### config.mk
export PLATFORM = sky130hd
export DESIGN_NAME = stb_fwd
export DESIGN_NICKNAME = d
export VERILOG_FILES = /design/src/rtl/stb_pkg.sv /design/src/rtl/stb_entries.sv /design/src/rtl/stb_match.sv /design/src/rtl/stb_evt_cnt.sv /design/src/rtl/stb_fwd.sv
export SDC_FILE = /design/constraint.sdc
export NUM_CORES = 2
export LEC_CHECK = 0
export BUFFER_PORTS_ARGS = -buffer_cell sky130_fd_sc_hd__buf_2
export CORE_UTILIZATION = 30
export DETAILED_ROUTE_END_ITERATION = 12
export PLACE_DENSITY = 0.44
export SLEW_MARGIN = 0
export SYNTH_ARGS = -nofsm -noshare
export SYNTH_HDL_FRONTEND = slang
export SYNTH_SLANG_ARGS = --single-unit
### constraint.sdc
create_clock -name clk_i -period 40.5 [get_ports clk_i]
set_input_delay 12.15 -clock clk_i [delete_from_list [all_inputs] [get_ports clk_i]]
set_output_delay 12.15 -clock clk_i [all_outputs]
set_load 0.01 [all_outputs]
### src/rtl/stb_pkg.sv
package stb_pkg;
  localparam int DW = 32;

  typedef enum logic [1:0] {
    LD_PASS = 2'd0,
    LD_FWD  = 2'd1,
    LD_BLK  = 2'd2
  } ld_res_e;

  typedef enum logic [1:0] {
    WHY_NONE = 2'd0,
    WHY_ADDR = 2'd1,
    WHY_DATA = 2'd2,
    WHY_PART = 2'd3
  } blk_why_e;

  function automatic logic [2:0] sz_bytes(input logic [1:0] code);
    case (code)
      2'd0:    return 3'd1;
      2'd1:    return 3'd2;
      default: return 3'd4;
    endcase
  endfunction
endpackage

### src/rtl/stb_entries.sv
module stb_entries import stb_pkg::*; #(
  parameter int DEPTH = 8,
  parameter int AW = 16,
  localparam int IW = $clog2(DEPTH),
  localparam int NW = IW + 1
) (
  input  logic                       clk_i,
  input  logic                       rst_ni,
  input  logic                       alloc_i,
  input  logic [AW-1:0]              alloc_addr_i,
  input  logic                       alloc_av_i,
  input  logic [DW-1:0]              alloc_data_i,
  input  logic                       alloc_dv_i,
  input  logic [1:0]                 alloc_size_i,
  input  logic                       af_valid_i,
  input  logic [IW-1:0]              af_tag_i,
  input  logic [AW-1:0]              af_addr_i,
  input  logic                       df_valid_i,
  input  logic [IW-1:0]              df_tag_i,
  input  logic [DW-1:0]              df_data_i,
  input  logic                       retire_i,
  input  logic                       wr_done_i,
  output logic                       full_o,
  output logic [IW-1:0]              head_o,
  output logic [IW-1:0]              tail_o,
  output logic [DEPTH-1:0]           vld_o,
  output logic [DEPTH-1:0]           av_o,
  output logic [DEPTH-1:0]           dv_o,
  output logic [DEPTH-1:0]           rtd_o,
  output logic [DEPTH-1:0][AW-1:0]   addr_o,
  output logic [DEPTH-1:0][DW-1:0]   data_o,
  output logic [DEPTH-1:0][1:0]      size_o
);
  logic [DEPTH-1:0]         vld_q, av_q, dv_q, rtd_q;
  logic [DEPTH-1:0][AW-1:0] addr_q;
  logic [DEPTH-1:0][DW-1:0] data_q;
  logic [DEPTH-1:0][1:0]    size_q;
  logic [IW-1:0]            head_q, tail_q, rptr_q;
  logic [NW-1:0]            cnt_q;
  logic                     ret_go;

  function automatic logic [IW-1:0] nxt(input logic [IW-1:0] p);
    return (p == IW'(DEPTH - 1)) ? '0 : p + 1'b1;
  endfunction

  // rptr sits on the oldest unretired entry, or on a free slot when none is left
  assign ret_go = retire_i & vld_q[rptr_q] & ~rtd_q[rptr_q];
  assign full_o = (cnt_q == NW'(DEPTH));

  always_ff @(posedge clk_i or negedge rst_ni) begin
    if (!rst_ni) begin
      vld_q  <= '0;
      av_q   <= '0;
      dv_q   <= '0;
      rtd_q  <= '0;
      addr_q <= '0;
      data_q <= '0;
      size_q <= '0;
      head_q <= '0;
      tail_q <= '0;
      rptr_q <= '0;
      cnt_q  <= '0;
    end else begin
      if (af_valid_i && vld_q[af_tag_i] && !av_q[af_tag_i]) begin
        addr_q[af_tag_i] <= af_addr_i;
        av_q[af_tag_i]   <= 1'b1;
      end
      if (df_valid_i && vld_q[df_tag_i] && !dv_q[df_tag_i]) begin
        data_q[df_tag_i] <= df_data_i;
        dv_q[df_tag_i]   <= 1'b1;
      end
      if (ret_go) begin
        rtd_q[rptr_q] <= 1'b1;
        rptr_q        <= nxt(rptr_q);
      end
      if (wr_done_i) begin
        vld_q[head_q] <= 1'b0;
        av_q[head_q]  <= 1'b0;
        dv_q[head_q]  <= 1'b0;
        rtd_q[head_q] <= 1'b0;
        head_q        <= nxt(head_q);
      end
      if (alloc_i) begin
        vld_q[tail_q]  <= 1'b1;
        av_q[tail_q]   <= alloc_av_i;
        dv_q[tail_q]   <= alloc_dv_i;
        rtd_q[tail_q]  <= 1'b0;
        addr_q[tail_q] <= alloc_addr_i;
        data_q[tail_q] <= alloc_data_i;
        size_q[tail_q] <= alloc_size_i;
        tail_q         <= nxt(tail_q);
      end
      cnt_q <= cnt_q + NW'(alloc_i) - NW'(wr_done_i);
    end
  end

  assign head_o = head_q;
  assign tail_o = tail_q;
  assign vld_o  = vld_q;
  assign av_o   = av_q;
  assign dv_o   = dv_q;
  assign rtd_o  = rtd_q;
  assign addr_o = addr_q;
  assign data_o = data_q;
  assign size_o = size_q;


  occupancy_bound_chk: assert property (@(posedge clk_i) disable iff (!rst_ni)
    cnt_q <= NW'(DEPTH));


  empty_head_free_chk: assert property (@(posedge clk_i) disable iff (!rst_ni)
    (cnt_q == '0) |-> !vld_q[head_q]);
endmodule

### src/rtl/stb_match.sv
module stb_match import stb_pkg::*; #(
  parameter int DEPTH = 8,
  parameter int AW = 16,
  localparam int IW = $clog2(DEPTH),
  localparam int AX = AW + 1
) (
  input  logic                     clk_i,
  input  logic                     rst_ni,
  input  logic [DEPTH-1:0]         vld_i,
  input  logic [DEPTH-1:0]         av_i,
  input  logic [DEPTH-1:0]         dv_i,
  input  logic [DEPTH-1:0][AW-1:0] addr_i,
  input  logic [DEPTH-1:0][DW-1:0] data_i,
  input  logic [DEPTH-1:0][1:0]    size_i,
  input  logic [IW-1:0]            tail_i,
  input  logic [AW-1:0]            ld_addr_i,
  input  logic [1:0]               ld_size_i,
  output logic [1:0]               res_o,
  output logic [1:0]               why_o,
  output logic [DW-1:0]            data_o
);
  logic [DEPTH-1:0] ovl, unk;
  logic [AX-1:0]    ld_lo, ld_hi;
  ld_res_e          res;
  blk_why_e         why;

  assign ld_lo = {1'b0, ld_addr_i};
  assign ld_hi = ld_lo + AX'(sz_bytes(ld_size_i));

  for (genvar g = 0; g < DEPTH; g++) begin : g_cmp
    logic [AX-1:0] st_lo, st_hi;
    assign st_lo  = {1'b0, addr_i[g]};
    assign st_hi  = st_lo + AX'(sz_bytes(size_i[g]));
    assign ovl[g] = vld_i[g] & av_i[g] & (st_lo < ld_hi) & (ld_lo < st_hi);
    assign unk[g] = vld_i[g] & ~av_i[g];
  end

  // youngest-first scan; first overlapping or unknown-address entry decides
  always_comb begin
    logic found;
    found  = 1'b0;
    res    = LD_PASS;
    why    = WHY_NONE;
    data_o = '0;
    for (int k = 0; k < DEPTH; k++) begin
      logic [IW-1:0] ix;
      ix = IW'((int'(tail_i) + 2 * DEPTH - 1 - k) % DEPTH);
      if (!found && (unk[ix] || ovl[ix])) begin
        found = 1'b1;
        if (unk[ix]) begin
          res = LD_BLK;
          why = WHY_ADDR;
        end else if (!dv_i[ix]) begin
          res = LD_BLK;
          why = WHY_DATA;
        end else if (addr_i[ix] == ld_addr_i &&
                     sz_bytes(ld_size_i) <= sz_bytes(size_i[ix])) begin
          res = LD_FWD;
          case (ld_size_i)
            2'd0:    data_o = {24'b0, data_i[ix][7:0]};
            2'd1:    data_o = {16'b0, data_i[ix][15:0]};
            default: data_o = data_i[ix];
          endcase
        end else begin
          res = LD_BLK;
          why = WHY_PART;
        end
      end
    end
  end

  assign res_o = res;
  assign why_o = why;


  pass_needs_known_addr_chk: assert property (@(posedge clk_i) disable iff (!rst_ni)
    (res_o == LD_PASS) |-> ((vld_i & ~av_i) == '0));
endmodule

### src/rtl/stb_evt_cnt.sv
module stb_evt_cnt import stb_pkg::*; #(
  parameter int CW = 16
) (
  input  logic          clk_i,
  input  logic          rst_ni,
  input  logic          ev_i,
  input  logic [1:0]    why_i,
  output logic [CW-1:0] tot_o,
  output logic [CW-1:0] addr_o,
  output logic [CW-1:0] data_o,
  output logic [CW-1:0] part_o
);
  always_ff @(posedge clk_i or negedge rst_ni) begin
    if (!rst_ni) begin
      tot_o  <= '0;
      addr_o <= '0;
      data_o <= '0;
      part_o <= '0;
    end else if (ev_i) begin
      tot_o <= tot_o + 1'b1;
      case (why_i)
        WHY_ADDR: addr_o <= addr_o + 1'b1;
        WHY_DATA: data_o <= data_o + 1'b1;
        WHY_PART: part_o <= part_o + 1'b1;
        default:  ;
      endcase
    end
  end


  reason_sum_chk: assert property (@(posedge clk_i) disable iff (!rst_ni)
    tot_o == CW'(addr_o + data_o + part_o));


  total_step_chk: assert property (@(posedge clk_i) disable iff (!rst_ni)
    ev_i |=> tot_o == CW'($past(tot_o) + 1'b1));
endmodule

### src/rtl/stb_fwd.sv
module stb_fwd import stb_pkg::*; #(
  parameter int DEPTH = 8,
  parameter int AW = 16,
  parameter int CW = 16,
  localparam int IW = $clog2(DEPTH)
) (
  input  logic          clk_i,
  input  logic          rst_ni,
  input  logic          st_valid_i,
  output logic          st_ready_o,
  input  logic [AW-1:0] st_addr_i,
  input  logic          st_addr_vld_i,
  input  logic [DW-1:0] st_data_i,
  input  logic          st_data_vld_i,
  input  logic [1:0]    st_size_i,
  output logic [IW-1:0] st_tag_o,
  input  logic          af_valid_i,
  input  logic [IW-1:0] af_tag_i,
  input  logic [AW-1:0] af_addr_i,
  input  logic          df_valid_i,
  input  logic [IW-1:0] df_tag_i,
  input  logic [DW-1:0] df_data_i,
  input  logic          retire_i,
  output logic          mem_wr_valid_o,
  input  logic          mem_wr_ready_i,
  output logic [AW-1:0] mem_wr_addr_o,
  output logic [1:0]    mem_wr_size_o,
  output logic [DW-1:0] mem_wr_data_o,
  input  logic          ld_valid_i,
  input  logic [AW-1:0] ld_addr_i,
  input  logic [1:0]    ld_size_i,
  output logic [1:0]    ld_res_o,
  output logic [1:0]    ld_why_o,
  output logic [DW-1:0] ld_data_o,
  output logic [CW-1:0] blk_cnt_o,
  output logic [CW-1:0] blk_addr_cnt_o,
  output logic [CW-1:0] blk_data_cnt_o,
  output logic [CW-1:0] blk_part_cnt_o
);
  logic [DEPTH-1:0]         vld, av, dv, rtd;
  logic [DEPTH-1:0][AW-1:0] addr;
  logic [DEPTH-1:0][DW-1:0] data;
  logic [DEPTH-1:0][1:0]    size;
  logic [IW-1:0]            head, tail;
  logic                     full, alloc, wr_done, blk_ev;

  assign st_ready_o     = ~full;
  assign alloc          = st_valid_i & ~full;
  assign st_tag_o       = tail;
  assign mem_wr_valid_o = vld[head] & rtd[head] & av[head] & dv[head];
  assign mem_wr_addr_o  = addr[head];
  assign mem_wr_size_o  = size[head];
  assign mem_wr_data_o  = data[head];
  assign wr_done        = mem_wr_valid_o & mem_wr_ready_i;
  assign blk_ev         = ld_valid_i & (ld_res_o == LD_BLK);

  stb_entries #(.DEPTH(DEPTH), .AW(AW)) u_entries (
    .clk_i        (clk_i),
    .rst_ni       (rst_ni),
    .alloc_i      (alloc),
    .alloc_addr_i (st_addr_i),
    .alloc_av_i   (st_addr_vld_i),
    .alloc_data_i (st_data_i),
    .alloc_dv_i   (st_data_vld_i),
    .alloc_size_i (st_size_i),
    .af_valid_i   (af_valid_i),
    .af_tag_i     (af_tag_i),
    .af_addr_i    (af_addr_i),
    .df_valid_i   (df_valid_i),
    .df_tag_i     (df_tag_i),
    .df_data_i    (df_data_i),
    .retire_i     (retire_i),
    .wr_done_i    (wr_done),
    .full_o       (full),
    .head_o       (head),
    .tail_o       (tail),
    .vld_o        (vld),
    .av_o         (av),
    .dv_o         (dv),
    .rtd_o        (rtd),
    .addr_o       (addr),
    .data_o       (data),
    .size_o       (size)
  );

  stb_match #(.DEPTH(DEPTH), .AW(AW)) u_match (
    .clk_i     (clk_i),
    .rst_ni    (rst_ni),
    .vld_i     (vld),
    .av_i      (av),
    .dv_i      (dv),
    .addr_i    (addr),
    .data_i    (data),
    .size_i    (size),
    .tail_i    (tail),
    .ld_addr_i (ld_addr_i),
    .ld_size_i (ld_size_i),
    .res_o     (ld_res_o),
    .why_o     (ld_why_o),
    .data_o    (ld_data_o)
  );

  stb_evt_cnt #(.CW(CW)) u_cnt (
    .clk_i  (clk_i),
    .rst_ni (rst_ni),
    .ev_i   (blk_ev),
    .why_i  (ld_why_o),
    .tot_o  (blk_cnt_o),
    .addr_o (blk_addr_cnt_o),
    .data_o (blk_data_cnt_o),
    .part_o (blk_part_cnt_o)
  );


  drain_hold_chk: assert property (@(posedge clk_i) disable iff (!rst_ni)
    mem_wr_valid_o && !mem_wr_ready_i |=> mem_wr_valid_o && $stable(mem_wr_addr_o)
      && $stable(mem_wr_data_o) && $stable(mem_wr_size_o));
endmodule

**After elaboration in Yosys (flattened, before gate mapping)**

Cells that the tools add are included.

- Eq/ne operators: 33
- Mux-type cells: 343
- Magnitude comparators: 42
- Reductions and logical operators: 61
- Bitwise operators: 61
- Add/sub/neg operators: 27

Operators with widths:

| operator | number |
|---|---|
| $mux W32 | 43 |
| $bmux W32 S3 | 9 |
| $bwmux W256 | 2 |
| $mux W256 | 2 |
| $pmux W32 S2 | 8 |
| $bmux W16 S3 | 9 |
| $lt A16 B17 Y1 | 16 |
| $bwmux W128 | 2 |
| $mux W128 | 2 |
| $demux W32 S3 | 2 |
| $mux W16 | 11 |
| $add A16 B3 Y17 | 9 |
| $mux W3 | 51 |
| $mux W2 | 74 |
| $eq A16 B16 Y1 | 8 |
| $bmux W1 S3 | 34 |
| $pmux W3 S2 | 17 |
| $demux W16 S3 | 2 |
| $mux W8 | 11 |
| $add A16 B1 Y16 const B | 4 |
| $bmux W2 S3 | 9 |
| $lt A3 B4 Y1 const B | 13 |
| $mux W1 | 46 |
| $and A1 B1 Y1 | 40 |
| 25 further kinds | 143 |

- Logic and storage cells: 603
- Bits of input ports: 132
- Register bits: 509

**Depth between registers and ports, before layout**

- Word-level depth: 46
- Gate-level depth with buffers: 39
- Depth with buffers taken out: 25

**Modules after synthesis**

Synthesis repeated with hierarchy kept, for this count alone.

- Cell total of the unflattened synthesis: 5,940
- Area, all modules: 54,143.2 um^2

Modules (own cells, without submodules):

| module | area an instance (um^2) | instances | cells an instance |
|---|---|---|---|
| stb_match | 27,114.8 | 1 | 3,432 |
| stb_entries | 21,035.2 | 1 | 2,066 |
| stb_fwd | 3,214.3 | 1 | 205 |
| stb_evt_cnt | 2,778.9 | 1 | 237 |

**Least setup slack after synthesis**

Ideal clock, no wire load.

- Kind: in2out
- From: input port ld_size_i[1]
- To: output port ld_data_o[22]
- Stages on the path: 24
- Arrival time: 18.534 ns
- Setup slack: 9.816 ns
- Required time: 28.350 ns
- Path buffers: 3
- Cell sequence: clkbuf_1 > clkbuf_1 > nor2b_1 > inv_1 > fa_1 > maj3_2 > nor2_1 > nand2_1 > xor2_1 > ha_1 > a21o_1 > a2111oi_0 > o21ai_1 > a211oi_1 > a2111oi_4 > o31ai_4 > a31oi_2 > a32oi_2 > nand2_1 > nor3_1 > clkbuf_1 > a221oi_1 > o22a_1 > o211ai_1

- Cells in the longest elaborated chain, start to end: 39
- Elaborated cells between the ends (all ways): 153
- Classes of those cells: add/sub (1); order compare (16); eq/ne (1); mux (88); bitwise (16); reduce/logical (31)

Ends and longest elaborated chain:

| item | line | source |
|---|---|---|
| start, declared | stb_fwd.sv:31 | `input logic [1:0] ld_size_i,` |
| parallel branches: the longest is 38 deep, another holds $add A16 B3 Y17 | -- |  |
| $mux W32 (*) | stb_match.sv:48 | `if (!found && (unk[ix] \|\| ovl[ix])) begin` |
| end, declared | stb_fwd.sv:34 | `output logic [DW-1:0] ld_data_o,` |

Mark *: on every way between the ends. The select of a mux whose other input is x is not followed.

**Worst setup path after layout**

- From: input port ld_size_i[1]
- To: output port ld_data_o[13]

Same word-level chain as after synthesis.

==> results.md <==
* H-tree level count at 3
* #FFs+latches synth at just over 500
* Slowest cell on crit path: xor2_1
* Register-to-Register Setup Slack at 31.29 ns
* Fin crit share at around four fifths
* Routed WL at between 200 and 300 mm
* Clock Skew at 0.0467 ns
* Slew headroom at roughly 22%
* Post-CTS setup buffers at 0
* Vias in the first global route at 48,200
* Die area at between 150,000 and 200,000 µm²
* Startpoint of the worst hold path: u_cnt.part_o[15]$_DFFE_PN0P_
* Fin nets at 6,535
* Setup violators final at 0
* GR Overflow Total at 0
* Port Buffers at roughly 290
* Core area at about 180,000 µm²
* Capturing point of the worst reg2reg path: u_cnt.addr_o[1]$_DFFE_PN0P_
* CTS Root Buffer Type: clkbuf_16
* WP buf/inv at 6
* Clock buffer count from CTS at between 60 and 70
* Post-Syn Area at about 53,000 µm²
* Reg2Reg Depth at 16
* Final hold violation count at 0
* Req. time, crit path at 28.35 ns
* Max cap viols at 0
* Dpl ws at 7.99 ns
* Cell variety after synth at approximately 120
* Via count at 50,700
* # IOs at 287
* Syn_nets at 6,623
* Post-synth ARST share at 100%
* CP Max Fanout at 24
* Failing checks: design-rule violations
* Die height at 424 µm
* R2r startpoint: u_entries.tail_o[0]$_DFFE_PN0P_
* Clk buf depth at 3
* 1st-iter DRT viols at 4,960
* Element type at the critical path start: primary input
* Chip width at 424 µm
* Detail Placement HPWL at 179 mm
* Mapped Cells at approximately 6,200
* CTS Hold Bufs at 0
* Total track usage at 27.7%
* Slowest stage delay, CP at 0.72 ns
* Hold path depth at 1
* Drt wl/cell at 30.1 µm
* Clock slew at the register clock pins of the worst setup and hold paths at 0.06 ns
* Residual DRC at 10
* Worst setup margin at ~7.9 ns
* Total iterations of the first detailed-routing run at 11
* Status: complete, but fails checks
* First-pass GRT wire length at between 300 and 400 mm
* Syn avg cell area at 8.64 µm²
* RePlAce Congestion at 1.01
* Row count at 154
* RSZ-0062 raised after global routing: no
* Initial antenna violation count at 39
* Data arrival, critical path at 20.49 ns
* Critical Path End Type: primary output
* Yosys warnings at 0
* Clk sinks at 509
* Fmax at 0.0306 GHz
* Clock Latency Late Sink at 0.70 ns
* Slew Limit Fails at 0
* Seq/Total Area, Yosys at 23.8%
* Crit path max-delay family: compound AO/OA/AOI/OAI gates
* # resized after CTS at 0
* WHS Endpoint: u_cnt.part_o[15]$_DFFE_PN0P_
* Crit path kind: in2out
* Post-DRT Antenna Nets at 0
* Layout cells sized above 1 at between 10% and 20%
* Post-synth EDFFs at 0
* CTS tree: yes
* Largest net degree at the start of global routing at between 100 and 150
* Fin crit period at roughly 33 ns
* Worst-margin pin slew at roughly 1.2 ns
* Vias per cell at 5.96
* Sum Neg Setup Slack at 0 ns
* Initial Util at 30.3%
* Predominant post-synthesis flop cell: dfrtp_1
* Synth-to-Final Area Change at 10.7%
* Hold Crit Class: reg2reg
==> worst max path at each step <==
stage / start / end / slack, ns / cells past startpoint
2_1_floorplan: ld_size_i[1] / ld_data_o[22] / 9.82 / 24
3_3_place_gp: ld_size_i[1] / ld_data_o[13] / 8.00 / 27
3_5_place_dp: ld_size_i[1] / ld_data_o[13] / 7.99 / 27
4_1_cts: ld_size_i[1] / ld_data_o[13] / 7.94 / 27
5_1_grt: ld_size_i[1] / ld_data_o[13] / 7.38 / 27
6_report: ld_size_i[1] / ld_data_o[13] / 7.86 / 27
==> kinds of logic (layout without fill, tap and decap cells) <==
family / count (synthesis) / in the layout / share of synthesized area (%)
buffers and inverters: 691 / 655 / 5.35
muxes: 1057 / 1057 / 23.8
AOI/OAI and AO/OA: 1632 / 1632 / 19.5
adders and majority gates: 303 / 303 / 7.22
xor gates and xnor gates: 322 / 322 / 5.34
and+or+nand+nor: 1676 / 1676 / 15.0
other: 0 / 19 / 0
DFF: 509 / 509 / 23.8
==> routing by layer <==
layer	global-route usage, %	wire length, µm
met5	0	81
met2	44.1	116000
met3	5.28	18700
met1	35.7	107000
met4	13.6	13400
==> registers in the layout, summed over array words and instances (netlist names), 16 cells and up <==
| register | cells |
|---|---|
| u_entries.data_o | 256 |
| u_entries.addr_o | 128 |
| u_cnt.addr_o | 16 |
| u_cnt.data_o | 16 |
| u_cnt.part_o | 16 |
| u_cnt.tot_o | 16 |
| u_entries.size_o | 16 |
==> layout make-up <==
cell class                 instances  area, µm²
antenna                           19       47.5
clock buffer                      93       1930
clock inverter                    30        428
fill                           18400     117000
inverter                          88        343
multi-input combinational       4990      38100
sequential                       509      12700
tap                             2340       2930
timing repair buffer             444       2640
==> Yosys cell counts, types with 103 or more instances <==
cell type  number  area, µm²
a21oi_1       528       2640
xnor2_1       157       1380
mux2_2        135       1520
clkbuf_1      390       1460
mux2i_1       761       7620
a22oi_1       216       1620
ha_1          291       3640
dfrtp_1       509      12700
o21ai_0       405       2030
nand4_1       103        644
mux4_2        158       3560
xor2_1        162       1420
nand2_1       566       2120
nor2_1        481       1810
nand3_1       112        561
==> metrics by stage <==
stage	utilization (%)	hold WS [ns]	cells	cell area (µm²)
after global routing	33.5	0.498	8506	59200
after global placement	32.2	0.452	8371	56800
after detailed placement	32.2	0.457	8371	56800
after CTS	33.5	0.469	8494	59100
after floorplan	-	0.480	6190	53500
final	33.5	0.462	8513	59200
==> layout by cell type (no fill, tap or decap), types with 162 or more instances in the layout <==
| cell type | netlist | layout |
|---|---|---|
| mux2i_1 | 761 | 761 |
| nand2_1 | 566 | 566 |
| a21oi_1 | 528 | 528 |
| dfrtp_1 | 509 | 507 |
| nor2_1 | 481 | 473 |
| o21ai_0 | 405 | 404 |
| ha_1 | 291 | 290 |
| buf_2 | 71 | 285 |
| a22oi_1 | 216 | 216 |
| xor2_1 | 162 | 162 |
==> worst register-to-register path: stages (launching register included) <==
cell      delay [ns]
dfrtp_4         0.75
inv_8           0.32
ha_4            0.94
clkinv_1        0.94
xnor2_4         0.64
buf_4           0.47
mux2i_1         0.31
xnor2_1         0.19
nor4_1          0.63
nand4_1         0.54
nor4_1          0.94
nor4bb_1        0.12
nor3_1          0.31
a31o_2          0.74
inv_2           0.54
nor2_1          0.33
mux2_2          0.37
Power is not shown: default switching activity piles up to over one toggle a cycle in this logic, so the estimate is an artifact.
